==> src/rtl/afx_pkg.sv <==
package afx_pkg;

  typedef enum logic [1:0] {
    RATE_X16  = 2'd0,
    RATE_X32  = 2'd1,
    RATE_X64  = 2'd2,
    RATE_X64B = 2'd3
  } rate_e;

  typedef enum logic [2:0] {
    PAR_NONE  = 3'd0,
    PAR_EVEN  = 3'd1,
    PAR_ODD   = 3'd2,
    PAR_MARK  = 3'd3,
    PAR_SPACE = 3'd4
  } parity_e;

  // Strobes from control to datapath, at most one per clock
  typedef struct packed {
    logic load;    // capture character, drive start bit
    logic shift;   // drive next data bit
    logic parity;  // drive parity bit
    logic stop;    // drive stop level
  } txStrobe_t;

  function automatic logic parityOn(input logic [2:0] mode);
    return (mode == PAR_EVEN) || (mode == PAR_ODD) ||
           (mode == PAR_MARK) || (mode == PAR_SPACE);
  endfunction

endpackage

==> src/rtl/afx_ctrl.sv <==
module afx_ctrl
  import afx_pkg::*;
#(
  parameter int MAX_BITS = 8,
  parameter int SUBDIV   = 16
) (
  input  logic                          clk,
  input  logic                          rstN,
  input  logic [1:0]                    cfgRate,
  input  logic [$clog2(MAX_BITS)-1:0]   cfgBits,
  input  logic [2:0]                    cfgParity,
  input  logic [$clog2(2*SUBDIV)-1:0]   cfgStop,
  input  logic                          inValid,
  output logic                          inReady,
  output logic                          txBusy,
  output logic                          txDone,
  output txStrobe_t                     strobe
);

  localparam int BITS_W = $clog2(MAX_BITS);
  localparam int UNIT_W = $clog2(2*SUBDIV);
  localparam logic [UNIT_W-1:0] UNIT_LAST = UNIT_W'(SUBDIV-1);

  typedef enum logic [2:0] {
    ST_IDLE, ST_START, ST_DATA, ST_PAR, ST_STOP
  } state_e;

  state_e              state, stateNext;
  logic [1:0]          rateLat;
  logic [BITS_W-1:0]   bitsLat;
  logic                parEnLat;
  logic [UNIT_W-1:0]   stopLat;
  logic [1:0]          divCnt, divLast;
  logic [UNIT_W-1:0]   unitCnt;
  logic [BITS_W-1:0]   bitCnt;
  logic                unitTick, bitEnd, stopEnd;

  // clocks per sixteenth minus one
  always_comb begin
    case (rate_e'(rateLat))
      RATE_X16: divLast = 2'd0;
      RATE_X32: divLast = 2'd1;
      default:  divLast = 2'd3;
    endcase
  end

  assign unitTick = (divCnt == divLast);
  assign bitEnd   = unitTick && (unitCnt == UNIT_LAST);
  assign stopEnd  = (state == ST_STOP) && unitTick && (unitCnt == stopLat);

  assign inReady = (state == ST_IDLE) || stopEnd;
  assign txBusy  = (state != ST_IDLE);
  assign txDone  = stopEnd && !inValid;

  always_comb begin
    strobe    = '0;
    stateNext = state;
    case (state)
      ST_IDLE: begin
        if (inValid) begin
          strobe.load = 1'b1;
          stateNext   = ST_START;
        end
      end
      ST_START: begin
        if (bitEnd) begin
          strobe.shift = 1'b1;
          stateNext    = ST_DATA;
        end
      end
      ST_DATA: begin
        if (bitEnd) begin
          if (bitCnt == bitsLat) begin
            if (parEnLat) begin
              strobe.parity = 1'b1;
              stateNext     = ST_PAR;
            end else begin
              strobe.stop = 1'b1;
              stateNext   = ST_STOP;
            end
          end else begin
            strobe.shift = 1'b1;
          end
        end
      end
      ST_PAR: begin
        if (bitEnd) begin
          strobe.stop = 1'b1;
          stateNext   = ST_STOP;
        end
      end
      ST_STOP: begin
        if (stopEnd) begin
          if (inValid) begin
            strobe.load = 1'b1;
            stateNext   = ST_START;
          end else begin
            stateNext = ST_IDLE;
          end
        end
      end
      default: stateNext = ST_IDLE;
    endcase
  end

  always_ff @(posedge clk or negedge rstN) begin
    if (!rstN) begin
      state    <= ST_IDLE;
      rateLat  <= '0;
      bitsLat  <= '0;
      parEnLat <= 1'b0;
      stopLat  <= '0;
      divCnt   <= '0;
      unitCnt  <= '0;
      bitCnt   <= '0;
    end else begin
      state <= stateNext;
      if (strobe.load) begin
        rateLat  <= cfgRate;
        bitsLat  <= cfgBits;
        parEnLat <= parityOn(cfgParity);
        stopLat  <= cfgStop;
        divCnt   <= '0;
        unitCnt  <= '0;
      end else if (state == ST_IDLE) begin
        divCnt  <= '0;
        unitCnt <= '0;
      end else begin
        divCnt <= unitTick ? 2'd0 : divCnt + 2'd1;
        if (strobe.shift || strobe.parity || strobe.stop)
          unitCnt <= '0;
        else if (unitTick)
          unitCnt <= unitCnt + 1'b1;
      end
      if (state == ST_START && strobe.shift)
        bitCnt <= '0;
      else if (state == ST_DATA && strobe.shift)
        bitCnt <= bitCnt + 1'b1;
    end
  end

  // strobes never collide
  a_r2_one_strobe: assert property (@(posedge clk) disable iff (!rstN)
    $onehot0(strobe));

  // data index never passes the captured count
  a_r4_bit_bound: assert property (@(posedge clk) disable iff (!rstN)
    (state == ST_DATA) |-> (bitCnt <= bitsLat));

  // stop window never overruns its programmed length
  a_r6_stop_bound: assert property (@(posedge clk) disable iff (!rstN)
    (state == ST_STOP) |-> (unitCnt <= stopLat));

endmodule

==> src/rtl/afx_dpath.sv <==
module afx_dpath
  import afx_pkg::*;
#(
  parameter int MAX_BITS = 8
) (
  input  logic                         clk,
  input  logic                         rstN,
  input  txStrobe_t                    strobe,
  input  logic [MAX_BITS-1:0]          inData,
  input  logic [$clog2(MAX_BITS)-1:0]  cfgBits,
  input  logic [2:0]                   cfgParity,
  output logic                         txOut
);

  logic [MAX_BITS-1:0] shReg, dataMask;
  logic                parBit, parNext;

  always_comb begin
    for (int i = 0; i < MAX_BITS; i++)
      dataMask[i] = (i <= int'(cfgBits));
  end

  always_comb begin
    case (parity_e'(cfgParity))
      PAR_EVEN:  parNext = ^(inData & dataMask);
      PAR_ODD:   parNext = ~^(inData & dataMask);
      PAR_MARK:  parNext = 1'b1;
      default:   parNext = 1'b0;
    endcase
  end

  always_ff @(posedge clk or negedge rstN) begin
    if (!rstN) begin
      txOut  <= 1'b1;
      shReg  <= '0;
      parBit <= 1'b0;
    end else begin
      if (strobe.load) begin
        txOut  <= 1'b0;
        shReg  <= inData;
        parBit <= parNext;
      end else if (strobe.shift) begin
        txOut <= shReg[0];
        shReg <= shReg >> 1;
      end else if (strobe.parity) begin
        txOut <= parBit;
      end else if (strobe.stop) begin
        txOut <= 1'b1;
      end
    end
  end

  // the line only moves on a control strobe
  a_r2_line_hold: assert property (@(posedge clk) disable iff (!rstN)
    !(|strobe) |=> $stable(txOut));

endmodule

==> src/rtl/afx_tx.sv <==
module afx_tx
  import afx_pkg::*;
#(
  parameter int MAX_BITS = 8,
  parameter int SUBDIV   = 16
) (
  input  logic                          clk,
  input  logic                          rstN,
  input  logic [1:0]                    cfgRate,
  input  logic [$clog2(MAX_BITS)-1:0]   cfgBits,
  input  logic [2:0]                    cfgParity,
  input  logic [$clog2(2*SUBDIV)-1:0]   cfgStop,
  input  logic                          inValid,
  input  logic [MAX_BITS-1:0]           inData,
  output logic                          inReady,
  output logic                          txOut,
  output logic                          txBusy,
  output logic                          txDone
);

  txStrobe_t strobe;

  afx_ctrl #(.MAX_BITS(MAX_BITS), .SUBDIV(SUBDIV)) uCtrl (
    .clk(clk), .rstN(rstN), .cfgRate(cfgRate), .cfgBits(cfgBits),
    .cfgParity(cfgParity), .cfgStop(cfgStop), .inValid(inValid),
    .inReady(inReady), .txBusy(txBusy), .txDone(txDone), .strobe(strobe)
  );

  afx_dpath #(.MAX_BITS(MAX_BITS)) uDpath (
    .clk(clk), .rstN(rstN), .strobe(strobe), .inData(inData),
    .cfgBits(cfgBits), .cfgParity(cfgParity), .txOut(txOut)
  );

  // idle line is high
  a_r1_idle_high: assert property (@(posedge clk) disable iff (!rstN)
    !txBusy |-> txOut);

  // the start bit follows acceptance
  a_r7_start_low: assert property (@(posedge clk) disable iff (!rstN)
    (inValid && inReady) |=> !txOut);

  // ready is only offered while the line is high
  a_r7_ready_high: assert property (@(posedge clk) disable iff (!rstN)
    inReady |-> txOut);

  // completion leads to idle
  a_r8_done_idle: assert property (@(posedge clk) disable iff (!rstN)
    txDone |=> !txBusy);

endmodule

==> config.mk <==
export PLATFORM = sky130hd
export DESIGN_NAME = afx_tx
export DESIGN_NICKNAME = d
export VERILOG_FILES = /design/src/rtl/afx_pkg.sv /design/src/rtl/afx_ctrl.sv /design/src/rtl/afx_dpath.sv /design/src/rtl/afx_tx.sv
export SDC_FILE = /design/constraint.sdc
export NUM_CORES = 1
export LEC_CHECK = 0
export ABC_AREA = 0
export CAP_MARGIN = 20
export CORE_MARGIN = 1
export CORE_UTILIZATION = 49
export CTS_CLUSTER_DIAMETER = 200
export DETAILED_ROUTE_END_ITERATION = 8
export PLACE_DENSITY = 0.84
export SKIP_LAST_GASP = 1
export SYNTH_ARGS = -nofsm -noshare
export SYNTH_HDL_FRONTEND = slang
export SYNTH_SLANG_ARGS = --single-unit
==> constraint.sdc <==
create_clock -name clk -period 2.7 [get_ports clk]
set_clock_uncertainty 0.2 [all_clocks]
set_input_delay 0.675 -clock clk [delete_from_list [all_inputs] [get_ports clk]]
set_output_delay 0.675 -clock clk [all_outputs]
set_load 0.05 [all_outputs]
Word level (Yosys, flattened, before mapping)
Index checks and enable logic that the tools add are counted.
{"block": "classes", "add_sub_neg": 3, "n_mul": 0, "n_div": 0, "magnitude_cmp": 7, "n_eq_ne": 19, "shifts": 0, "mux": 38, "n_bitwise": 1, "n_reduce_logical": 23}
{"operator": "two-way mux 3 bit", "count": 10}
{"operator": "two-way mux 5 bit", "count": 4}
{"operator": "two-way mux 8 bit", "count": 2}
{"operator": "one-hot mux 3 bit (5 select lines)", "count": 1}
{"operator": "== test 3 x 2 -> 1 bit, second input constant", "count": 4}
{"operator": "<= comparator 3 bit, first input constant", "count": 4}
{"operator": "two-way mux 1 bit", "count": 12}
{"operator": "inequality test 2 x 1 -> 1 bit, second input constant", "count": 5}
{"operator": "bitwise AND 8 bit", "count": 1}
{"operator": "two-way mux 2 bit", "count": 4}
{"operator": "nonzero test 4 bit", "count": 2}
{"operator": "XNOR reduction 8 bit", "count": 1}
{"operator": "XOR reduction 8 bit", "count": 1}
{"operator": "== test 3 x 1 -> 1 bit, second input constant", "count": 2}
{"operator": "== test 3 bit, second input constant", "count": 2}
{"operator": "<= comparator 2 x 3 -> 1 bit, first input constant", "count": 2}
{"operator": "logical AND 1 bit", "count": 6}
{"operator": "logical OR 1 bit", "count": 6}
{"operator": "one-hot mux 1 bit (2 select lines)", "count": 3}
{"operator": "AND reduction 6 bit", "count": 1}
{"operator": "adder 5 x 1 -> 5 bit, second input constant", "count": 1}
{"operator": "== test 5 x 4 -> 1 bit, second input constant", "count": 1}
{"operator": "== test 5 bit", "count": 1}
{"operator": "one-hot mux 2 bit (2 select lines)", "count": 1}
{"operator": "13 further kinds", "count": 14}
{"block": "word_totals", "register_bits": 34, "latch_bits": 0, "ramBits": 0, "romBits": 0, "in_bits": 24, "out_inout_bits": 4, "word_cells": 102, "memories": 0}

Logic depth before layout (Yosys ltp)
{"block": "logic_depth", "depth_word": 11, "depth_mapped": 9, "ltp_nobuf": 7}

By module
Synthesis repeated with hierarchy kept, for this count alone.
{"block": "unflattened", "hier_cells": 202, "hier_area_um2": 2044.5}
{"module": "afx_ctrl", "instances": 1, "cells_per_inst": 133, "area_each_um2": 1412.6, "seq_area_each_um2": 600.6}
{"module": "afx_dpath", "instances": 1, "cells_per_inst": 69, "area_each_um2": 631.9, "seq_area_each_um2": 251.5}

Least setup slack after synthesis
Ideal clock, no wire load.
{"block": "synth_timing", "kind": "register to output", "from": "register uCtrl.state[1]", "to": "output txDone", "arrival_time_ns": 1.762, "required_time_ns": 1.825, "path_slack_ns": 0.063, "path_stages_with_launch": 6, "n_path_buf": 1, "path_cell_list": "dfrtp_1 clkbuf_1 nor2_1 and3_1 nand3_1 nor2_1"}
{"block": "synth_via", "elab_chain_cells": 4}
{"item": "start: declaration", "line": "afx_ctrl.sv:28", "rtl": "state_e state, stateNext;"}
{"item": "start signal: assignment", "line": "afx_ctrl.sv:117", "rtl": "state <= stateNext;"}
{"item": "== test 3 bit", "line": "afx_ctrl.sv:49", "rtl": "assign stopEnd = (state == ST_STOP) && unitTick && (unitCnt == stopLat);"}
{"item": "logical AND 1 bit (2 in series)", "line": "afx_ctrl.sv:49"}
{"item": "logical AND 1 bit", "line": "afx_ctrl.sv:53", "rtl": "assign txDone = stopEnd && !inValid;"}
{"item": "end: declaration", "line": "afx_tx.sv:18", "rtl": "output logic txDone"}
Every way passes these cells.

Worst setup path after layout
{"block": "layout_timing", "from": "input inData[7]", "to": "register uDpath.parBit"}
{"block": "layout_via", "elab_chain_cells": 3, "elab_cells_between_ends": 4, "cone_classes": "1 x mux; 1 x bitwise; 2 x reduce/logical"}
{"item": "start: declaration", "line": "afx_tx.sv:14", "rtl": "input logic [MAX_BITS-1:0] inData,"}
{"item": "bitwise AND 8 bit *", "line": "afx_dpath.sv:25, afx_dpath.sv:26"}
{"item": "XNOR reduction 8 bit / XOR reduction 8 bit (equally long branches)", "line": "afx_dpath.sv:26, afx_dpath.sv:25"}
{"item": "one-hot mux 1 bit (3 select lines) *", "line": "afx_dpath.sv:24", "rtl": "case (parity_e'(cfgParity))"}
{"item": "end signal: assignment", "line": "afx_dpath.sv:41", "rtl": "parBit <= parNext;"}
{"item": "end: declaration", "line": "afx_dpath.sv:16", "rtl": "logic parBit, parNext;"}
Every way passes the cells marked *; elsewhere a longest branch is shown, timed or not.
A chain may end at the register's enable or synchronous reset.

==> metrics.md <==
| Metric | Value |
|---|---|
| Vias in the first global route | 1557 |
| Top post-synthesis cells by area | dfrtp_1, mux2_2, mux2i_1 |
| Met1 routing resource usage after global routing | 27.94% |
| Max stage delay cell, worst path | clkdlybuf4s50_1 |
| Cell area after synthesis | 0.001931 mm2 |
| Top cell types by occurrence after synthesis | dfrtp_1, nand2_1, o21ai_0, nor2_1, mux2_2 |
| Global route total overflow | 0 |
| Worst min-delay path category | reg -> reg |
| Portion of the clock cycle consumed by the worst path in the final layout | 97.63% |
| Core Rows | 22 |
| Endpoint kind of the worst setup timing path | register |
| Met2 Track Usage GR | 35.68% |
| PD cells | 870.5 mW/mm2 |
| Count of state elements after synthesis | 34 |
| Synthesized netlist cell count | a little under 200 |
| Die width | 64.77 um |
| Clock insertion delay at the later pin of the skew report | 0.29 ns |
| Number of vias per cell | between 5 and 6 |
| Total clock buffers created by CTS | 5 |
| Slew Viols, Final | 0 |
| Synthesized net count | 223 |
| Required @ worst endpoint | between 2 and 3 ns |
| Per-cell routed wire length | about 14 um |
| Area of the core region | 0.003716 mm2 |
| Setup-failing EPs final | 0 |
| Vias after detailed routing | about 1600 |
| Final total power | 2189 uW |
| Root buffer cell | clkbuf_8 |
| Leading area contributor after synthesis | dfrtp_1 |
| Count of buffers inserted at the top-level ports | 27 |
| Total net switching power | 797.5 uW |
| Area of the multi-input gates | 0.001047 mm2 |
| Fraction of layout cells with a size suffix above 1 | between 10% and 20% |
| Final Hold Fails | 0 |
| Data arrival time of the critical path | 2.66 ns |
| Unrepaired setup endpoints after global routing | true |
| IO Pins | 28 |
| Total GRT Usage | 21.83% |
| Initial core utilization | between 50% and 60% |
| Global routing met3 resource utilization | 4.225% |
| Antenna diode instance count | 0 |
| Wire length of the first global-routing pass | 6975 um |
| Time the worst path needs with I/O delays and setup | 2.636 ns |
| Top achievable clock speed | between 300 and 400 MHz |
| Die Y-Extent | approximately 65 um |
| Category of the worst setup path launch point | input pin |
| Most numerous cell in the Yosys netlist | dfrtp_1 |
| Maximum number of pins on one net before global-route repair | 35 |
| Critical path class | in -> reg |
| GP Congestion | around 0.86 |
| Final Net Count | 263 |
| DRT Wirelength | 3991 um |
| Slew @ Worst Pin | 0.4847 ns |
| Cell count after placement | 275 |
| Portion of synthesized cell area occupied by the leading cell type | a little over two fifths |
| Result of the run | finished clean |
| VDD IR max | approximately 0.00056 V |
| Reg power frac | 37.3% |
| Relative contribution of the clock network to total power | between 20% and 30% |
| Average size of a mapped cell | 9.850 um2 |
| Internal portion of total power | around 1400 uW |
| Global-route layer with the greatest usage | met2 |
| Sequential share of the synthesized area | 44.13% |
| Critical Path Fanout Max | 4 |
| Worst-path clk slew | 0.07 ns |
| Number of sinks handled by clock tree synthesis | 34 |
| Distinct cell type count after synthesis | 42 |
| DR pass1 iterations | 4 |
| Switch share | 36.43% |
| Antenna-violating nets left | 0 |
| Share of the core filled with cells in the final layout | 67.68% |
| Share of flip-flops with an asynchronous set or reset | 100.0% |
| Remaining DRCs | 0 |
| Max-cap violations | 0 |
| Number of levels in the clock H-tree | 2 |
| Total negative slack | 0 ns |
| Post-detail-place hpwl | 2870 um |
| Count of routing violations after the opening detailed-route iteration | 99 |
| Series of cell instances along the critical path | clkdlybuf4s50_1, xor2_1, a21oi_1, o311a_1, or3_4, a2111oi_2, nand3b_1 |
| Clock tree buffer depth | 2 |
| Crit-path max cell delay | 0.56 ns |
| Final cell count without fillers | 285 |
| Leakage dissipation | between 0.001 and 0.0015 uW |
| Comb power frac | 41.6% |
| TritonCTS clock tree | built |
| Most used flip-flop cell after synthesis | dfrtp_1 |
| Synth-to-Final Area Change | 30.27% |
| Die Area | 0.004195 mm2 |
| # fillers | 295 |
| Flip-flop and latch area | 852.1 um2 |
| Worst slew margin relative to its limit | 67.58% |
| Worst-case register-to-register setup slack | 0.23 ns |
| Yosys synthesis warning count | 0 |
| Post-synth EDFFs | 0 |
| Initial antenna violation count | 0 |
[power by group through the flow]
| stage | registers, uW | clock network (uW) | logic, uW |
|---|---|---|---|
| floorplan | 788 | 0 | 599 |
| global placement | 812 | 0 | 829 |
| detailed placement | 821 | 0 | 859 |
| CTS | 813 | 473 | 875 |
| global route | 843 | 498 | 1000 |
| finish | 817 | 462 | 911 |
[cell usage in the layout (no fill, tap or decap), types with 2 or more instances in the layout]
| cell | Yosys | layout |
|---|---|---|
| mux2_2 | 10 | 10 |
| nor3_1 | 6 | 6 |
| ha_1 | 3 | 3 |
| dfrtp_1 | 33 | 33 |
| nand2_1 | 22 | 22 |
| buf_4 | 1 | 14 |
| clkdlybuf4s50_1 | 0 | 20 |
| and3_1 | 3 | 3 |
| a22o_1 | 2 | 2 |
| nand3_1 | 4 | 3 |
| a21oi_1 | 7 | 6 |
| mux2i_1 | 9 | 9 |
| clkbuf_8 | 0 | 5 |
| a31oi_1 | 3 | 3 |
| clkinvlp_4 | 0 | 2 |
| dlymetal6s2s_1 | 0 | 4 |
| buf_12 | 0 | 3 |
| o21a_1 | 3 | 3 |
| o21ai_0 | 16 | 16 |
| xor2_1 | 9 | 8 |
| a21o_1 | 4 | 4 |
| nand2b_1 | 2 | 2 |
| inv_1 | 7 | 7 |
| xnor2_1 | 9 | 9 |
| nor2_1 | 11 | 10 |
| nand3b_1 | 4 | 4 |
| nand4_1 | 2 | 2 |
[final cells by class]
type | count | share of cell area (%)
Multi-Input combinational cell | 147 | 41.64
Sequential cell | 34 | 33.88
Timing Repair Buffer | 41 | 16.52
Clock buffer | 5 | 2.736
Tap cell | 48 | 2.388
Clock inverter | 3 | 1.791
Inverter | 7 | 1.045
[logic make-up (layout without fill, tap and decap cells)]
family	after synthesis	count (layout)	share of synthesized area, %
buffers and inverters	15	56	3.370
muxes	19	19	10.50
and+or+nand+nor	61	61	15.55
adders and majority gates	3	3	1.944
xor gates and xnor gates	18	18	8.166
DFF	34	34	44.13
AOI/OAI and AO/OA	46	46	16.33
[registers in the layout, indices dropped and copies added, names as in the netlist]
name,count
uCtrl.bitCnt,3
uCtrl.bitsLat,3
uCtrl.divCnt,2
uCtrl.parEnLat,1
uCtrl.rateLat,2
uCtrl.state,3
uCtrl.stopLat,5
uCtrl.unitCnt,5
uDpath.parBit,1
uDpath.shReg,8
uDpath.txOut,1
[worst max-delay path, delay by kind of cell]
family | cells | cell delay, ns
compound gates | 3 | 0.72
xor+xnor | 1 | 0.17
buf+inv | 1 | 0.56
simple gates | 2 | 0.53
[layer usage]
metal	vias to the layer above	routed length [um]
met4	0	63
li1	776	-
met5	-	0
met1	755	1837
met3	5	118
met2	25	1972
[what timing repair did]
item,4_1_cts,5_1_grt
hold buffers,0,0
endpoints found under the setup margin,1,3
setup buffers,0,2
pin swaps,0,3
gates resized for setup,1,8
[stage by stage]
step           hold WS, ns  cell area (um2)  setup slack, ns
2_1_floorplan       0.1794             1931          0.06275
3_3_place_gp        0.2590             2346          -0.1815
3_5_place_dp        0.2712             2346          -0.2425
4_1_cts             0.3104             2466          0.04881
5_1_grt             0.3165             2515       -0.0001192
6_report            0.3079             2515          0.06391
[final timing paths]
check                           startpoint                to  cells after the start
max                              inData[7]     uDpath.parBit                      7
min                           uDpath.txOut      uDpath.txOut                      2
max reg2reg                uCtrl.divCnt[0]   uDpath.shReg[1]                      7
min reg2reg                   uDpath.txOut      uDpath.txOut                      2
max in group asynchronous             rstN      uDpath.txOut                      2
min in group asynchronous             rstN  uCtrl.stopLat[0]                      2
(Power assumes the default switching activity.)
